--- src/rtl/ivecPkg.sv ---
package ivecPkg;

  typedef enum logic [1:0] {
    ST_IDLE = 2'd0,
    ST_WAIT = 2'd1,
    ST_HOLD = 2'd2
  } ackState_t;

  typedef struct packed {
    logic loadLevel;
    logic finishAuto;
    logic finishExt;
  } ackStrobes_t;

endpackage

--- src/rtl/ivecCtrl.sv ---
module ivecCtrl
  import ivecPkg::*;
#(
  parameter int KIND_W = 2,
  parameter logic [KIND_W-1:0] INTACK_CODE = '1
) (
  input  logic              clk,
  input  logic              rstN,
  input  logic [KIND_W-1:0] cycleKind,
  input  logic              extAutoVec,
  input  logic              csAutoVec,
  input  logic              extMasterOwns,
  input  logic              dataAck,
  output ackStrobes_t       strobes
);

  ackState_t state, nextState;
  logic inAck;
  logic autoReq;

  assign inAck   = (cycleKind == INTACK_CODE);
  // either source may request an autovector; bus ownership gates both
  assign autoReq = (extAutoVec | csAutoVec) & ~extMasterOwns;

  always_comb begin
    nextState = state;
    strobes   = '0;
    unique case (state)
      ST_IDLE: begin
        if (inAck) begin
          strobes.loadLevel = 1'b1;
          nextState         = ST_WAIT;
        end
      end
      ST_WAIT: begin
        if (!inAck) begin
          nextState = ST_IDLE;
        end else if (autoReq) begin
          strobes.finishAuto = 1'b1;
          nextState          = ST_HOLD;
        end else if (dataAck) begin
          strobes.finishExt = 1'b1;
          nextState         = ST_HOLD;
        end
      end
      ST_HOLD: begin
        if (!inAck) nextState = ST_IDLE;
      end
      default: nextState = ST_IDLE;
    endcase
  end

  always_ff @(posedge clk) begin
    if (!rstN) state <= ST_IDLE;
    else       state <= nextState;
  end

endmodule

--- src/rtl/ivecPath.sv ---
module ivecPath
  import ivecPkg::*;
#(
  parameter int LEVEL_W   = 3,
  parameter int VEC_W     = 8,
  parameter int AUTO_BASE = 24
) (
  input  logic               clk,
  input  logic               rstN,
  input  ackStrobes_t        strobes,
  input  logic [LEVEL_W-1:0] irqLevel,
  input  logic [VEC_W-1:0]   extVector,
  output logic [VEC_W-1:0]   vecNum,
  output logic               vecDone,
  output logic               vecAuto
);

  localparam int PAD_W = VEC_W - LEVEL_W;
  localparam logic [VEC_W-1:0] BASE_VEC = VEC_W'(AUTO_BASE);

  logic [LEVEL_W-1:0] levelReg;
  logic [VEC_W-1:0]   autoVec;

  assign autoVec = BASE_VEC + {{PAD_W{1'b0}}, levelReg};

  always_ff @(posedge clk) begin
    if (!rstN) begin
      levelReg <= '0;
    end else if (strobes.loadLevel) begin
      levelReg <= irqLevel;
    end
  end

  always_ff @(posedge clk) begin
    if (!rstN) begin
      vecNum  <= '0;
      vecAuto <= 1'b0;
      vecDone <= 1'b0;
    end else begin
      vecDone <= strobes.finishAuto | strobes.finishExt;
      if (strobes.finishAuto) begin
        vecNum  <= autoVec;
        vecAuto <= 1'b1;
      end else if (strobes.finishExt) begin
        vecNum  <= extVector;
        vecAuto <= 1'b0;
      end
    end
  end

endmodule

--- src/rtl/ivecResolve.sv ---
module ivecResolve
  import ivecPkg::*;
#(
  parameter int KIND_W    = 2,
  parameter int LEVEL_W   = 3,
  parameter int VEC_W     = 8,
  parameter int AUTO_BASE = 24,
  parameter logic [KIND_W-1:0] INTACK_CODE = '1
) (
  input  logic               clk,
  input  logic               rstN,
  input  logic [KIND_W-1:0]  cycleKind,
  input  logic [LEVEL_W-1:0] irqLevel,
  input  logic               extAutoVec,
  input  logic               csAutoVec,
  input  logic               extMasterOwns,
  input  logic               dataAck,
  input  logic [VEC_W-1:0]   extVector,
  output logic [VEC_W-1:0]   vecNum,
  output logic               vecDone,
  output logic               vecAuto
);

  ackStrobes_t strobes;

  ivecCtrl #(
    .KIND_W      (KIND_W),
    .INTACK_CODE (INTACK_CODE)
  ) uCtrl (
    .clk           (clk),
    .rstN          (rstN),
    .cycleKind     (cycleKind),
    .extAutoVec    (extAutoVec),
    .csAutoVec     (csAutoVec),
    .extMasterOwns (extMasterOwns),
    .dataAck       (dataAck),
    .strobes       (strobes)
  );

  ivecPath #(
    .LEVEL_W   (LEVEL_W),
    .VEC_W     (VEC_W),
    .AUTO_BASE (AUTO_BASE)
  ) uPath (
    .clk       (clk),
    .rstN      (rstN),
    .strobes   (strobes),
    .irqLevel  (irqLevel),
    .extVector (extVector),
    .vecNum    (vecNum),
    .vecDone   (vecDone),
    .vecAuto   (vecAuto)
  );

endmodule

--- config.mk ---
export PLATFORM = sky130hd
export DESIGN_NAME = ivecResolve
export DESIGN_NICKNAME = d
export VERILOG_FILES = /design/src/rtl/ivecPkg.sv /design/src/rtl/ivecCtrl.sv /design/src/rtl/ivecPath.sv /design/src/rtl/ivecResolve.sv
export SDC_FILE = /design/constraint.sdc
export NUM_CORES = 1
export LEC_CHECK = 0
export ABC_AREA = 1
export BUFFER_PORTS_ARGS = -buffer_cell sky130_fd_sc_hd__buf_4
export CAP_MARGIN = 30
export CORE_UTILIZATION = 39
export CTS_CLUSTER_DIAMETER = 80
export DETAILED_ROUTE_END_ITERATION = 16
export PLACE_DENSITY = 0.67
export SETUP_SLACK_MARGIN = 0.15
export SYNTH_ARGS = -nofsm -noshare
export SYNTH_HDL_FRONTEND = slang
export SYNTH_HIERARCHICAL = 1
export SYNTH_SLANG_ARGS = --single-unit
--- constraint.sdc ---
create_clock -name clk -period 2.3 [get_ports clk]
set_input_delay 0.46 -clock clk [delete_from_list [all_inputs] [get_ports clk]]
set_output_delay 0.46 -clock clk [all_outputs]
set_load 0.005 [all_outputs]
==> results.json <==
{
  "power.density_nw_per_um2": 495,
  "cts_buffer_depth": 2,
  "status": "finished clean",
  "synth_top_area_share_pct": 42.4,
  "grt_first_pass_wirelength_mm": 2.16,
  "drive_above_1_share_pct": 33.8,
  "route.detailed.drc": 0,
  "finalHoldViolCount": 0,
  "ant_nets": 0,
  "finalCriticalPeriod_ns": 1.36,
  "startpoint": "uCtrl/state[1]",
  "r2r_start": "uCtrl/state[1]",
  "initial_utilization_pct": 41.5,
  "final_cells": 158,
  "fp.dieW_um": 44.6,
  "ys_seq_area_share_pct": 42.4,
  "vdd_ir_drop_max_uv": 269,
  "ys_ff_latch": 15,
  "grt-ovfl-total": 0,
  "first_iter_violations": 5,
  "slowest_delay_ns": 0.37,
  "first_global_vias": 566,
  "coreArea_um2": 1710,
  "crit_type": "register to register",
  "grt_max_degree": 11,
  "finalSetupTns_ns": 0,
  "path_clk_slew_ns": 0.10,
  "place.gp.congestion": 0.770,
  "numPortBuffers": 28,
  "setup_violations": 0,
  "synth_fa_ha_area_share_pct": 0,
  "rsz0062_at_grt": "no",
  "worstRegToRegCells": 9,
  "nets": 153,
  "syn_inst": 102,
  "syn_area_um2": 708,
  "hold_ws_ns": 0.404,
  "placed_cells": 154,
  "synthToLayoutAreaGrowth_pct": 36.4,
  "max_freq_ghz": 0.734,
  "die_h_um": 44.6,
  "yosys_warnings": 6,
  "endpoint": "uPath/vecNum[3]",
  "viasPerCell": 4.31,
  "post-route-period-util_pct": 59.2,
  "insertion_delay_ns": 0.28,
  "path_cells": "inv_1 -> nand2_2 -> nor2_4 -> and3_1 -> inv_2 -> nand2_1 -> nand3_1 -> nand2_1 -> inv_1",
  "synthesis.nets": 121,
  "r2r_slack_ns": 0.94,
  "endpoint_kind": "register",
  "cts_tree": "yes",
  "synth_xor_area_share_pct": 0,
  "power.leakage_nw": 0.531,
  "cts_resized": 0,
  "synth_area_leaders": "dfxtp_1 42%, nand2_1 12%, inv_1 9.5%",
  "worstPathMaxFanout": 10,
  "arrival_ns": 1.55,
  "root_buffer": "clkbuf_4",
  "cpMaxStageDelayCell": "and3_1",
  "io_pins": 29,
  "relSlewSlack_pct": 77.5,
  "avgRoutedWirePerCell_um": 8.72,
  "die_area_um2": 1990,
  "start_kind": "register",
  "wirelength_mm": 1.38,
  "hold_class": "input port to register",
  "synth-compound-area-share_pct": 11.8,
  "drt-pass1-iter-count": 4,
  "post_cts_buffers": 0,
  "clock-sinks": 15,
  "cp_data_required_time_ns": 2.48,
  "htreeDepth": 1,
  "synth_top_family_by_area": "simple AND/OR/NAND/NOR gates",
  "rows": 15,
  "skew_ns": 0.00569,
  "synth_area_per_cell_um2": 6.94,
  "antenna_cells": 0,
  "drv_slew": 0,
  "num_vias": 681,
  "synthMuxAreaShare_pct": 0,
  "holdBufCountCts": 0,
  "worstMarginPinSlew_ns": 0.337,
  "hp-start": "irqLevel[0]",
  "cts_inserted_buffers": 3,
  "rr_endpoint": "uPath/vecNum[3]",
  "p_total_uw": 478,
  "yosys.area_share.simple_pct": 32.0,
  "synthDistinctLibCells": 19,
  "dp_hpwl_mm": 1.13,
  "synth_largest_area_cell": "dfxtp_1",
  "cap_violations": 0,
  "nFillCells": 181,
  "grt_usage_pct": 14.3,
  "antenna_found_initial": 0
}
layer usage:
layer	wire length [um]	GRT usage [%]	vias up
met2	627	24.4	20
met4	12	5.45	0
li1	-	-	364
met1	645	17.8	295
met5	0	0	-
met3	93	2.45	2
worst min-delay path by stage:
stage / endpoint / slack (ns) / depth (start not counted)
2_1_floorplan: uPath/vecAuto / 0.45 / 2
6_report: uPath/levelReg[0] / 0.40 / 3
4_1_cts: uPath/levelReg[0] / 0.40 / 3
3_3_place_gp: uPath/vecAuto / 0.47 / 2
5_1_grt: uPath/vecNum[6] / 0.42 / 3
3_5_place_dp: uPath/vecAuto / 0.46 / 2
state kept, by name, summed over array words and instances, names as in the netlist:
signal          flops
uPath/vecNum        8
uPath/levelReg      3
uCtrl/state         2
uPath/vecAuto       1
uPath/vecDone       1
synth_stat cells:
cell type and n:
nor3_1 1, dfxtp_1 15, nor2_4 1, o21ai_0 6, a21oi_1 4, o21ai_4 1
nand3_2 1, nand2_2 1, buf_4 1, nor2_2 2, inv_1 18, and3_1 1
nand3_1 2, nand2_4 1, buf_6 1, a21oi_2 2, inv_2 3, nand2_1 23
nor2_1 18
cells in the final DEF (no fill, tap or decap), types with 2 or more instances in the layout:
cell	netlist	routed
inv_1	18	18
nand2_1	23	23
nand3_1	2	2
a21oi_1	4	4
dfxtp_1	15	15
clkbuf_4	0	3
inv_2	3	3
o21ai_0	6	6
nor2_1	18	18
a21oi_2	2	2
buf_4	1	29
nor2_2	2	2
kinds of logic (layout without fill, tap and decap cells):
logic type,count (synthesis),count (layout)
AND/OR/NAND/NOR,51,51
AO/OA/AOI/OAI,13,13
buffers and inverters,23,54
flip-flops,15,15
final cells by class:
type	instances	area (um2)	share of cell area, %
timing repair buffer	29	218	22.5
inverter	21	78.8	8.16
multi-input combinational	64	310	32.1
clock inverter	1	5.00	0.518
clock buffer	3	22.5	2.33
sequential	15	300	31.1
tap	25	31.3	3.24
report_power, final:
group	internal, mW	switching, mW
logic	0.0319	0.0267
clock network	0.0644	0.0852
registers	0.267	0.00364
worst max-delay path, delay by kind of cell (launching register included):
family | cells | cell delay (ns)
flip-flops | 1 | 0.32
AND/OR/NAND/NOR | 6 | 0.74
buffers and inverters | 3 | 0.21
stage by stage:
stage / util, % / setup WS (ns) / area (um2)
6_report: 56.6 / 0.938 / 966
5_1_grt: 56.6 / 0.835 / 966
4_1_cts: 56.6 / 0.932 / 966
3_5_place_dp: 54.9 / 0.710 / 938
3_3_place_gp: 54.9 / 0.758 / 938
2_1_floorplan: - / 0.767 / 708
(Power assumes the default switching activity.)
